File: src/rtl/div_step_pkg.sv
package div_step_pkg;

  typedef enum logic [1:0] {
    OP_HOLD = 2'b00,
    OP_CLR  = 2'b01,
    OP_SIGN = 2'b10,
    OP_STEP = 2'b11
  } div_op_e;

  typedef struct packed {
    logic q;
    logic m;
    logic t;
  } div_flags_t;

endpackage

File: src/rtl/div_setup.sv
module div_setup
  import div_step_pkg::*;
(
  input  logic       signed_i,
  input  logic       rn_msb_i,
  input  logic       rm_msb_i,
  output div_flags_t flags_o
);

  always_comb begin
    if (signed_i) begin
      flags_o.q = rn_msb_i;
      flags_o.m = rm_msb_i;
      flags_o.t = rn_msb_i ^ rm_msb_i;
    end else begin
      flags_o = '0;
    end
  end

endmodule

File: src/rtl/div_iter.sv
module div_iter
  import div_step_pkg::*;
#(
  parameter int unsigned W = 32
) (
  input  logic [W-1:0] rn_i,
  input  logic [W-1:0] rm_i,
  input  div_flags_t   flags_i,
  output logic [W-1:0] rn_o,
  output div_flags_t   flags_o
);

  localparam int unsigned MSB = W - 1;

  logic [W-1:0] shifted;
  logic [W:0]   ext;
  logic         do_sub;
  logic         cy;
  logic         nq;

  assign shifted = {rn_i[MSB-1:0], flags_i.t};
  assign do_sub  = (flags_i.q == flags_i.m);

  // extra top bit of the widened result is borrow (sub) or carry (add)
  always_comb begin
    if (do_sub) ext = {1'b0, shifted} - {1'b0, rm_i};
    else        ext = {1'b0, shifted} + {1'b0, rm_i};
  end

  assign cy   = ext[W];
  assign nq   = rn_i[MSB] ^ cy ^ flags_i.m;
  assign rn_o = ext[MSB:0];

  assign flags_o.q = nq;
  assign flags_o.m = flags_i.m;
  assign flags_o.t = (nq == flags_i.m);

endmodule

File: src/rtl/div_step_unit.sv
module div_step_unit
  import div_step_pkg::*;
#(
  parameter int unsigned W = 32
) (
  input  logic         clk_i,
  input  logic         rst_ni,
  input  logic [1:0]   op_i,
  input  logic [W-1:0] rn_i,
  input  logic [W-1:0] rm_i,
  input  logic         q_i,
  input  logic         m_i,
  input  logic         t_i,
  output logic [W-1:0] rn_o,
  output logic         q_o,
  output logic         m_o,
  output logic         t_o
);

  localparam int unsigned MSB = W - 1;

  div_op_e      op;
  div_flags_t   in_flags;
  div_flags_t   setup_flags;
  div_flags_t   step_flags;
  div_flags_t   flags_q;
  logic [W-1:0] step_rn;
  logic [W-1:0] rn_q;

  assign op       = div_op_e'(op_i);
  assign in_flags = '{q: q_i, m: m_i, t: t_i};

  div_setup i_setup (
    .signed_i (op == OP_SIGN),
    .rn_msb_i (rn_i[MSB]),
    .rm_msb_i (rm_i[MSB]),
    .flags_o  (setup_flags)
  );

  div_iter #(.W(W)) i_iter (
    .rn_i    (rn_i),
    .rm_i    (rm_i),
    .flags_i (in_flags),
    .rn_o    (step_rn),
    .flags_o (step_flags)
  );

  always_ff @(posedge clk_i or negedge rst_ni) begin
    if (!rst_ni) begin
      rn_q    <= '0;
      flags_q <= '0;
    end else begin
      unique case (op)
        OP_CLR, OP_SIGN: begin
          rn_q    <= rn_i;
          flags_q <= setup_flags;
        end
        OP_STEP: begin
          rn_q    <= step_rn;
          flags_q <= step_flags;
        end
        default: ;
      endcase
    end
  end

  assign rn_o = rn_q;
  assign q_o  = flags_q.q;
  assign m_o  = flags_q.m;
  assign t_o  = flags_q.t;


  sign_setup_chk: assert property (@(posedge clk_i) disable iff (!rst_ni)
    (op_i == 2'b10) |=> (q_o == $past(rn_i[MSB])) && (m_o == $past(rm_i[MSB]))
                        && (t_o != (q_o == m_o)) && (rn_o == $past(rn_i)));


  clear_setup_chk: assert property (@(posedge clk_i) disable iff (!rst_ni)
    (op_i == 2'b01) |=> !q_o && !m_o && !t_o && (rn_o == $past(rn_i)));


  step_sub_chk: assert property (@(posedge clk_i) disable iff (!rst_ni)
    (op_i == 2'b11 && q_i == m_i)
      |=> rn_o == ({$past(rn_i[MSB-1:0]), $past(t_i)} - $past(rm_i)));


  step_flag_chk: assert property (@(posedge clk_i) disable iff (!rst_ni)
    (op_i == 2'b11) |=> (m_o == $past(m_i)) && (t_o == (q_o == m_o)));


  hold_chk: assert property (@(posedge clk_i) disable iff (!rst_ni)
    (op_i == 2'b00) |=> $stable(rn_o) && $stable(q_o) && $stable(m_o) && $stable(t_o));

endmodule

File: config.mk
export PLATFORM = sky130hd
export DESIGN_NAME = div_step_unit
export DESIGN_NICKNAME = d
export VERILOG_FILES = /design/src/rtl/div_step_pkg.sv /design/src/rtl/div_setup.sv /design/src/rtl/div_iter.sv /design/src/rtl/div_step_unit.sv
export SDC_FILE = /design/constraint.sdc
export NUM_CORES = 1
export LEC_CHECK = 0
export ABC_AREA = 1
export CAP_MARGIN = 20
export CORE_MARGIN = 8
export CORE_UTILIZATION = 58
export DETAILED_ROUTE_END_ITERATION = 8
export DONT_BUFFER_PORTS = 1
export PLACE_DENSITY = 0.71
export SLEW_MARGIN = 20
export SYNTH_ARGS = -nofsm -noshare
export SYNTH_HDL_FRONTEND = slang
export SYNTH_HIERARCHICAL = 1
export SYNTH_SLANG_ARGS = --single-unit
File: constraint.sdc
create_clock -name clk_i -period 1 [get_ports clk_i]
set_input_delay 0.1 -clock clk_i [delete_from_list [all_inputs] [get_ports clk_i]]
set_output_delay 0.1 -clock clk_i [all_outputs]
set_load 0.005 [all_outputs]
==> metrics.txt, run 1 <==
status did not finish; Failed at global routing (5_1_grt); Log Error [ERROR DPL-0038] Utilization greater than 100%, impossible to legalize; gate count after technology mapping 814; Die Ht about 110 µm; clk buf depth 2; Post-Place Worst Slack -2.13 ns; adder-cell area share of the yosys netlist 0.0880; Post-synth ARST share 1.00; register bit total from synthesis 35; clk sink count 35; Worst endpoint, post-GRT repair q_o$_DFFE_PN0P_/D; Rows 33; largest family of logic cells by synthesized area simple AND/OR/NAND/NOR gates; Buffers on Ports 0; Synth Area in Compound Gates 0.117; number of synthesized flops with an enable pin 0; Post-Synth Simple-Gate Area 0.376; I/O pin count about 110; Post-Syn Area 4920 µm²; Ys Warns 6; Synth area leader nand2_1; largest net degree at the start of global routing 39; post-synth cell types 41; Post-Syn Area per Cell 6.04 µm²; CTS Buf Count 5; Seq/Total Area, Yosys 0.178; RePlAce Congestion 0.970; CTS root buf clkbuf_8; portion of netlist area occupied by mux cells 0; die width 108 µm; htree depth 2; worst_ep kind sequential cell input; Synth Area in XOR/XNOR 0.0962; Initial Util 0.598; hpwl dp 14,100 µm; synth top area cells nand2_1 (19%), dfrtp_1 (18%), inv_1 (10%); Yosys top cell area share 0.186; top_reg_cell synth dfrtp_1; Syn Nets 919
==> kinds of logic after synthesis <==
logic type / after synthesis
AOI/OAI and AO/OA: 92
xor gates and xnor gates: 54
adders and majority gates: 34
buffers and inverters: 163
DFF: 35
and+or+nand+nor: 436
==> repair_timing <==
item | CTS
resized for setup | 182
buffers inserted | 22
hold endpoints to repair | 35
hold buffers | 2
pin swaps | 89
setup endpoints to repair | 33
==> metrics by stage <==
step	utilization	area, µm²	cells	setup TNS (ns)
detailed placement	0.741	6090	1031	-55.75
CTS	0.881	7240	1063	-40.29
floorplan	-	5130	814	-40.29
global placement	0.741	6090	1031	-52.80
==> synthesized netlist by cell type (4+ instances only) <==
master / count
nor2_2: 4
nand2_2: 7
a21oi_1: 39
buf_4: 6
nand2_1: 244
nand3_1: 91
buf_6: 8
xnor2_1: 15
o21ai_0: 13
nor3_1: 12
xor2_1: 39
nor2_1: 63
o21a_1: 6
a21o_1: 4
nand4_1: 4
o21ai_2: 5
buf_2: 6
o21bai_1: 7
inv_1: 137
a21oi_2: 4
dfrtp_1: 35
ha_1: 33
==> run 2, diff against run 1 <==
--- a/config.mk
+++ b/config.mk
@@ -8,10 +8,10 @@
 export ABC_AREA = 1
 export CAP_MARGIN = 20
 export CORE_MARGIN = 8
-export CORE_UTILIZATION = 58
+export CORE_UTILIZATION = 40
 export DETAILED_ROUTE_END_ITERATION = 8
 export DONT_BUFFER_PORTS = 1
-export PLACE_DENSITY = 0.71
+export PLACE_DENSITY_LB_ADDON = 0.15
 export SLEW_MARGIN = 20
 export SYNTH_ARGS = -nofsm -noshare
 export SYNTH_HDL_FRONTEND = slang
==> run 2 against run 1 <==
Effect of this change: the flow now finishes, with violations (setup timing); area after synthesis did not move; synthesized cell count did not move.
==> metrics.txt, run 2 <==
clk buf depth 2 (unchanged); Post-synth ARST share 1.00 (unchanged); min-delay src op_i[1]; failing checks setup timing; most used cell, CP nand2_1; commonest cells after routing, fill and taps aside nand2_1 (181), buf_4 (146), inv_1 (122), nand3_1 (71), nand2_2 (48); ANT cells 0; die width 127 µm (+17%); status finished with violations; synth top area cells nand2_1 (19%), dfrtp_1 (18%), inv_1 (10%); Final Non-Filler Cells ~1,100; CP Data Arrival Time 2.88 ns; TritonCTS clock tree yes; nature of the critical path endpoint register; CTS Buf Count 5 (unchanged); Rows 40 (+21%); drt total wl 20,400 µm; clock period minus worst slack 2.70 ns; Ys Warns 6 (unchanged); via count about 6,000; layout cell share with drive strength beyond 1 0.474; die area 16,100 µm²; adder-cell area share of the yosys netlist 0.0880 (unchanged); Detailed Route Iter0 Violations between 200 and 300; Syn Nets 919 (unchanged); final worst slack -1.70 ns; largest net degree at the start of global routing 39; crit-path max FO 4; RePlAce Congestion 0.893 (-7.9%); global-route wire length before repair 29,700 µm; max cap viols 0; Antenna Violating Nets Remaining 0; final critical-path share of the clock period 2.70; core region area 12,000 µm²; Seq/Total Area, Yosys 0.178 (unchanged); Worst Skew 0 ns; clk sink count 35 (unchanged); htree depth 2 (unchanged); CTS clock-pin slew for the worst setup and hold paths 0.06 ns; CP startpoint rm_i[2]; Hold WC Path Type input pin to register; commonest non-fill, non-tap cell in the layout nand2_1; Worst R2R Start t_o; gate count after technology mapping 814 (unchanged); Total GRT Usage 0.228; Post-Synth Simple-Gate Area 0.376 (unchanged); Max-slew headroom 0.764; CP max-delay cell ha_4; Buffers on Ports 0 (unchanged); Post-Syn Area 4920 µm² (unchanged); worst hold margin 0.0103 ns; peak supply drop 0.771 mV; most common cell in the netlist nand2_1; Yosys top cell area share 0.186 (unchanged); pwr dens 1240 nW/µm²; Area Growth Syn to Fin 71.9%; Clk Latency, worst-skew pair 0.28 ns; via count of the first global-routing pass 5,734; leakage power total about 4.2 nW; Post-Syn Area per Cell 6.04 µm² (unchanged); Final Hold Viols 0; Synth Area in XOR/XNOR 0.0962 (unchanged); grt total ovfl 0; Synth top cells by count nand2_1 (244), inv_1 (137), nand3_1 (91); Slew Viols, Final 0; largest family of logic cells by synthesized area simple AND/OR/NAND/NOR gates; Initial Util 0.409 (-0.189); 1st-pass router iterations 5; Synth Area in Compound Gates 0.117 (unchanged); hpwl dp 14,300 µm (+1.4%); actual slew at the worst max-slew pin about 0.35 ns; nature of the critical path startpoint input pin; number of synthesized flops with an enable pin 0 (unchanged); Final setup viols 33; register bit total from synthesis 35 (unchanged); Avg WL per Cell 17.8 µm; WS Path Type input pin to register; residual DRC count 0; CP Data Required Time 1.18 ns; Nets approximately 1,100; post-synth cell types 41 (unchanged); Die Ht 127 µm (+17%); number of flip-flops under the largest register name 32; placed insts 1,076 (+4.4%); Synth area leader nand2_1; maximum operating frequency 370 MHz; final core utilization 0.704; CP max stage delay 0.32 ns; I/O pin count 106 (unchanged); CTS root buf clkbuf_16; portion of netlist area occupied by mux cells 0 (unchanged); RSZ-0062 raised after global routing yes; top_reg_cell synth dfrtp_1; initial antenna violation count 0; via density per instance 5.21
[run 2: critical path: cells and delay by family]
kind | cells | cell delay, ns
buffers and inverters | 5 | 0.43
XOR/XNOR | 1 | 0.13
AND/OR/NAND/NOR | 21 | 1.92
adder cells (fa/ha/maj) | 1 | 0.32
[run 2: layer usage]
layer,global-route usage,vias up,part of all wire
met2,0.379,178,0.49
li1,-,2915,-
met3,0.0419,48,0.065
met5,0,-,0
met1,0.300,2821,0.42
met4,0.0532,0,0.031
[run 2: metrics by stage]
step	total power, mW	TNS, ns	setup WS [ns]	instance area [µm²]
floorplan	4.56	-40.29	-1.78	5130
global placement	6.18	-54.03	-2.11	6190
detailed placement	6.21	-55.29	-2.16	6190
CTS	9.42	-39.70	-1.58	7580
global route	11.1	-49.52	-1.86	8450
finish	10.5	-45.20	-1.70	8450
[run 2: logic make-up after synthesis]
| logic type | after synthesis |
|---|---|
| flops | 35 |
| xor+xnor | 54 |
| simple gates | 436 |
| buf+inv | 163 |
| fa+ha+maj | 34 |
| compound gates | 92 |
[run 2: final cells by class]
cell class	count	area, µm²
Multi-Input combinational cell	616	4880
Inverter	142	627
Timing Repair Buffer	196	1710
Sequential cell	35	876
Clock buffer	5	125
Clock inverter	3	43.8
Fill cell	968	3560
Tap cell	147	184
[run 2: repair_timing]
action,4_1_cts,5_1_grt
hold endpoints to repair,36,0
pin swaps,110,128
hold buffers,2,0
endpoints found under the setup margin,33,33
setup buffers,32,31
resized for setup,211,134
[run 2: final timing paths]
check / to / slack (ns) / depth (start not counted)
setup / recovery: q_o / -1.70 / 28
hold / removal: rn_o[20] / 0.01 / 3
setup reg to reg: t_o / 0.35 / 2
hold reg to reg: rn_o[30] / 0.50 / 2
max in group asynchronous: rn_o[20] / 0.54 / 2
min in group asynchronous: rn_o[1] / 0.27 / 2
[run 2: report_power, final]
| group | switching [mW] | leakage, nW | internal (mW) |
|---|---|---|---|
| Sequential | 0.173 | 0.415 | 1.62 |
| Combinational | 3.50 | 3.72 | 3.38 |
| Clock | 0.657 | 0.0838 | 1.18 |
No activity file was read; power rests on OpenSTA's default activity.
==> run 3, diff against run 2 <==
--- a/config.mk
+++ b/config.mk
@@ -7,11 +7,13 @@
 export LEC_CHECK = 0
 export ABC_AREA = 1
 export CAP_MARGIN = 20
+export CELL_PAD_IN_SITES_DETAIL_PLACEMENT = 0
+export CELL_PAD_IN_SITES_GLOBAL_PLACEMENT = 1
 export CORE_MARGIN = 8
 export CORE_UTILIZATION = 40
 export DETAILED_ROUTE_END_ITERATION = 8
 export DONT_BUFFER_PORTS = 1
-export PLACE_DENSITY_LB_ADDON = 0.15
+export PLACE_DENSITY = 0.73
 export SLEW_MARGIN = 20
 export SYNTH_ARGS = -nofsm -noshare
 export SYNTH_HDL_FRONTEND = slang
==> run 3 against run 2 <==
Effect of this change: the flow still finishes with violations (setup timing); final cell count is essentially flat; sequential share of layout area grew 0.060 points; register-to-register slack lost 0.02 ns; largest power group unchanged.
==> metrics.txt, run 3 (synthesis results as in run 2) <==
actual slew at the worst max-slew pin 0.437 ns (+0.0828 ns); Buffers on Ports 0 (unchanged); layout cell share with drive strength beyond 1 0.480 (+0.00554); Detailed Route Iter0 Violations 369 (+30%); WS Path Type input pin to register; TritonCTS clock tree yes; Worst Skew 0 ns (unchanged); failing checks setup timing; die area 16,100 µm² (unchanged); Area Growth Syn to Fin 70.9%; clock period minus worst slack 2.57 ns (-0.136 ns); sequential share of power 0.170 (about the same); grt total ovfl 0 (unchanged); clk buf depth 2 (unchanged); residual DRC count 0 (unchanged); initial antenna violation count 0 (unchanged); core region area 12,000 µm² (unchanged); placed insts 1,075 (-0.093%); switching share of total power 0.415 (+0.00310); RePlAce Congestion 0.932 (+4.4%); I/O pin count 106 (unchanged); Total GRT Usage 0.240 (+0.0117); final critical-path share of the clock period 2.57 (-0.136); CP Data Arrival Time 2.74 ns (-0.14 ns); global routing usage on met2 0.400 (+0.0210); Clk Latency, worst-skew pair 0.29 ns (about the same); peak supply drop 0.652 mV (-15%); Area after DPL 6200 µm² (about the same); Nets 1,102 (+0.091%); CP Data Required Time 1.18 ns (about the same); Hold WC Path Type input pin to register; clock power share 0.172 (-0.003); commonest cells after routing, fill and taps aside nand2_1 (180), buf_4 (142), inv_1 (120), nand3_1 (56), nand2_2 (51); clk sink count 35 (unchanged); htree depth 2 (unchanged); Final Hold Viols 0 (unchanged); RSZ-0062 raised after global routing yes; die width 127 µm (unchanged); fill cell count 938 (-3.1%); routing usage on met3 0.0591 (+0.0172); P_int 6.18 mW (+0.12%); hpwl dp 14,800 µm (+3.5%); CTS clock-pin slew for the worst setup and hold paths 0.06 ns (about the same); gr busiest metal met2; Fin Setup TNS -44.10 ns (+1.10 ns); CTS Buf Count 5 (unchanged); P_sw 4.39 mW (+1.4%); via density per instance 5.23 (+0.40%); number of flip-flops under the largest register name 32 (unchanged); CTS root buf clkbuf_16; final worst slack -1.57 ns (+0.136 ns); Die Ht 127 µm (unchanged); commonest non-fill, non-tap cell in the layout nand2_1; nature of the critical path endpoint register; Final Non-Filler Cells 1,145 (+0.087%); CP max-delay cell ha_1; via count of the first global-routing pass 5,931 (+3.4%); CP max stage delay 0.34 ns (+0.02 ns); ANT cells 0 (unchanged); Slew Viols, Final 0 (unchanged); cell area after layout 8400 µm² (-0.58%); Max-slew headroom 0.706 (-0.0577); nature of the critical path startpoint input pin; R2R setup slack 0.33 ns (-0.02 ns); Avg WL per Cell 17.9 µm (+0.46%); via count 5,991 (+0.49%); Rows 40 (unchanged); leakage power total 4.22 nW (about the same); max cap viols 0 (unchanged); Final setup viols 33 (unchanged); crit-path max FO 3 (-1); global-route wire length before repair 30,700 µm (+3.4%); status finished with violations; Comb power frac 0.659 (+0.004); pwr dens 1260 nW/µm² (+1.2%); most used cell, CP nand2_2; Antenna Violating Nets Remaining 0 (unchanged); grt met1 use 0.298 (-0.00165); largest net degree at the start of global routing 39 (unchanged); maximum operating frequency 389 MHz (+5.3%); drt total wl 20,500 µm (+0.55%); Initial Util 0.409 (unchanged); 1st-pass router iterations 5 (unchanged)
==> run 3: changes by cell type in the layout (fill, tap and decap cells not counted), sizes merged <==
cell,change
inv,+1
==> run 3: worst max-delay path: cells and delay by family <==
kind,cells,cell delay (ns)
xor gates and xnor gates,1,0.16
and+or+nand+nor,18,1.36
adders and majority gates,2,0.47
AOI/OAI and AO/OA,3,0.42
buffers and inverters,4,0.22
==> run 3: final timing paths <==
kind | start | to | cells past startpoint
worst max-delay path | rm_i[1] | q_o | 28
worst min-delay path | op_i[1] | rn_o[22] | 3
worst max register to register | rn_o[10] | rn_o[10] | 2
worst min register to register | rn_o[29] | rn_o[29] | 2
max in group asynchronous | rst_ni | rn_o[14] | 2
min in group asynchronous | rst_ni | m_o | 2
==> run 3: metrics by stage <==
step / setup WS, ns / utilization / power (mW) / hold slack [ns]
2_1_floorplan: -1.78 / - / 4.56 / -0.196
3_3_place_gp: -2.14 / 0.516 / 6.23 / -0.195
3_5_place_dp: -2.17 / 0.516 / 6.27 / -0.195
4_1_cts: -1.58 / 0.641 / 9.59 / 0.0110
5_1_grt: -1.79 / 0.700 / 11.2 / 0.00912
6_report: -1.57 / 0.700 / 10.6 / 0.00524
==> run 3: area by class of cell <==
type	count	area (µm²)	area share
clock buffer	5	125	0.0149
clock inverter	3	43.8	0.00521
inverter	142	618	0.0736
multi-input combinational	616	4820	0.573
sequential	35	876	0.104
tap	147	184	0.0219
timing repair buffer	196	1730	0.206
timing repair inverter	1	11.3	0.00134
==> run 3: repair_timing <==
action	CTS	global route
setup buffers	41	28
resized for setup	223	134
cloned	2	0
endpoints found under the hold margin	35	0
pin swaps	104	124
hold buffers	2	0
endpoints found under the setup margin	33	33
==> run 3: power groups by stage <==
stage / combinational (mW) / sequential, mW / clock (mW)
after global placement: 4.41 / 1.82 / 0
after CTS: 5.94 / 1.80 / 1.84
after floorplan: 2.80 / 1.76 / 0
after global routing: 7.47 / 1.82 / 1.92
after detailed placement: 4.45 / 1.83 / 0
final: 6.96 / 1.79 / 1.82
==> run 3: metal layers <==
layer	wire length, µm	share of wire
met1	8630	0.42
met2	9880	0.48
met3	1380	0.067
met4	573	0.028
met5	0	0
==> run 4, diff against run 3 <==
--- a/config.mk
+++ b/config.mk
@@ -19,3 +19,4 @@
 export SYNTH_HDL_FRONTEND = slang
 export SYNTH_HIERARCHICAL = 1
 export SYNTH_SLANG_ARGS = --single-unit
+export TNS_END_PERCENT = 1
==> run 4 against run 3 <==
Effect of this change: non-clock buffer count decreased by 49; routed wire length decreased by 14%; sequential power about the same; register-to-register slack about the same; the run still ends with setup timing left; clock skew unchanged; clock power about the same; clock-buffer cell count unchanged.
==> metrics.txt, run 4 (synthesis results as in run 2) <==
Avg WL per Cell 16.2 µm (-9.7%); CP top delay family simple AND/OR/NAND/NOR gates; WS Path Type input pin to register; nature of the critical path startpoint input pin; leakage power total 3.67 nW (-13%); maximum operating frequency 378 MHz (-3.0%); Comb power frac 0.578 (-0.081); CTS root buf clkbuf_16; clock period minus worst slack 2.65 ns (+0.0800 ns); switching share of total power 0.401 (-0.0140); TritonCTS clock tree yes; P_int 5.17 mW (-16%); core region area 12,000 µm² (unchanged); CTS clock-pin slew for the worst setup and hold paths 0.06 ns (about the same); number of flip-flops under the largest register name 32 (unchanged); CP max stage delay 0.31 ns (-0.03 ns); largest net degree at the start of global routing 39 (unchanged); failing checks setup timing; commonest cells after routing, fill and taps aside nand2_1 (218), buf_4 (139), inv_1 (133), nand3_1 (85), nor2_1 (45); Final setup viols 33 (unchanged); Antenna Violating Nets Remaining 0 (unchanged); Buffers on Ports 0 (unchanged); CP max-delay cell xor2_2; pwr dens 1250 nW/µm² (-1.0%); die width 127 µm (unchanged); final critical-path share of the clock period 2.65 (+0.0800); drt total wl 17,700 µm (-14%); Max-slew headroom 0.765 (+0.0592); hpwl dp 14,700 µm (-0.93%); fill cell count 1,174 (+25%); htree depth 2 (unchanged); via density per instance 5.09 (-2.8%); via count 5,569 (-7.0%); Hold WC Path Type input pin to register; commonest non-fill, non-tap cell in the layout nand2_1; RSZ-0062 raised after global routing yes; CP Data Required Time 1.18 ns (about the same); worst hold margin 0.00352 ns (-0.00172 ns); most used cell, CP nand2_2; status finished with violations; 1st-pass router iterations 5 (unchanged); CP Data Arrival Time 2.83 ns (+0.09 ns); grt total ovfl 0 (unchanged); initial antenna violation count 0 (unchanged); Area Growth Syn to Fin 41.0%; die area 16,100 µm² (unchanged); RePlAce Congestion 0.912 (-2.1%); I/O pin count 106 (unchanged); clk buf depth 2 (unchanged); P_sw 3.46 mW (-21%); clock power share 0.214 (+0.042); nature of the critical path endpoint register; Rows 40 (unchanged); actual slew at the worst max-slew pin 0.349 ns (-0.0887 ns); Fin Setup TNS -42.30 ns (+1.80 ns); Die Ht 127 µm (unchanged); Worst Skew 0 ns (unchanged); crit-path max FO 3 (unchanged); Total GRT Usage 0.215 (-0.0251); via count of the first global-routing pass 5,492 (-7.4%); Initial Util 0.409 (unchanged); peak supply drop 0.603 mV (-7.6%); layout cell share with drive strength beyond 1 0.312 (-0.168); Clk Latency, worst-skew pair 0.28 ns (about the same); clk sink count 35 (unchanged); Slew Viols, Final 0 (unchanged); global-route wire length before repair 27,900 µm (-9.2%); Final Hold Viols 0 (unchanged); Nets 1,052 (-4.5%); CTS Buf Count 5 (unchanged); residual DRC count 0 (unchanged); max cap viols 0 (unchanged); worst path buffer plus inverter count 4 (unchanged); ANT cells 0 (unchanged); sequential share of power 0.208 (+0.038); Detailed Route Iter0 Violations 264 (-28%); final worst slack -1.65 ns (-0.0800 ns)
-- run 4: cell count changes in the layout (fill, tap and decap cells not counted), sizes merged --
cell and change:
buf -49, inv +3, clkinv -4
-- run 4: final cells by class --
cell class	instances	area (µm²)	area share
multi-input cells	616	3960	0.571
repair buffers	147	1180	0.170
flip-flops and latches	35	876	0.126
inverters	142	563	0.0812
well taps	147	184	0.0265
clock buffers	5	125	0.0180
clock inverters	3	47.5	0.00686
-- run 4: stage by stage --
step	area (µm²)	setup WS, ns	std cells	power, mW	utilization
detailed placement	6010	-2.20	1073	6.09	0.500
global placement	6010	-2.12	1073	6.06	0.500
CTS	6640	-1.62	1095	8.39	0.553
finish	6930	-1.65	1095	8.63	0.577
global route	6930	-1.86	1095	9.27	0.577
floorplan	4960	-1.79	814	4.38	-
-- run 4: metal layers --
metal  global-route usage  vias to the layer above  share of wire
met5                    0                        -              0
met4               0.0588                        0          0.019
met3               0.0553                       25          0.087
met2                0.340                      175           0.45
met1                0.282                     2563           0.45
li1                     -                     2806              -
-- run 4: repair_timing --
item / CTS / global route
buffers inserted: 12 / 0
hold buffers: 2 / 0
gates cloned: 0 / 0
gates resized for setup: 84 / 59
hold endpoints to repair: 35 / 0
pin swaps: 47 / 25
setup endpoints to repair: 33 / 33
-- run 4: power by group through the flow --
stage	Combinational (mW)	Sequential, mW	Clock [mW]
6_report	4.99	1.79	1.85
5_1_grt	5.53	1.82	1.93
4_1_cts	4.69	1.80	1.89
3_5_place_dp	4.27	1.83	0
3_3_place_gp	4.23	1.82	0
2_1_floorplan	2.62	1.76	0
-- run 4: worst paths after layout --
check | slack, ns | to | from | cells past startpoint
min | 0.004 | q_o | op_i[0] | 3
min reg2reg | 0.51 | rn_o[3] | rn_o[3] | 2
min in group asynchronous | 0.26 | rn_o[3] | rst_ni | 2
max in group asynchronous | 0.55 | rn_o[18] | rst_ni | 2
max | -1.65 | q_o | rm_i[1] | 28
max reg2reg | 0.34 | rn_o[11] | rn_o[11] | 2
-- run 4: worst reg2reg max path, stage by stage, from the launching register on --
cell and delay, ns:
dfrtp_1 0.41, nand2_1 0.08, nand2_1 0.05
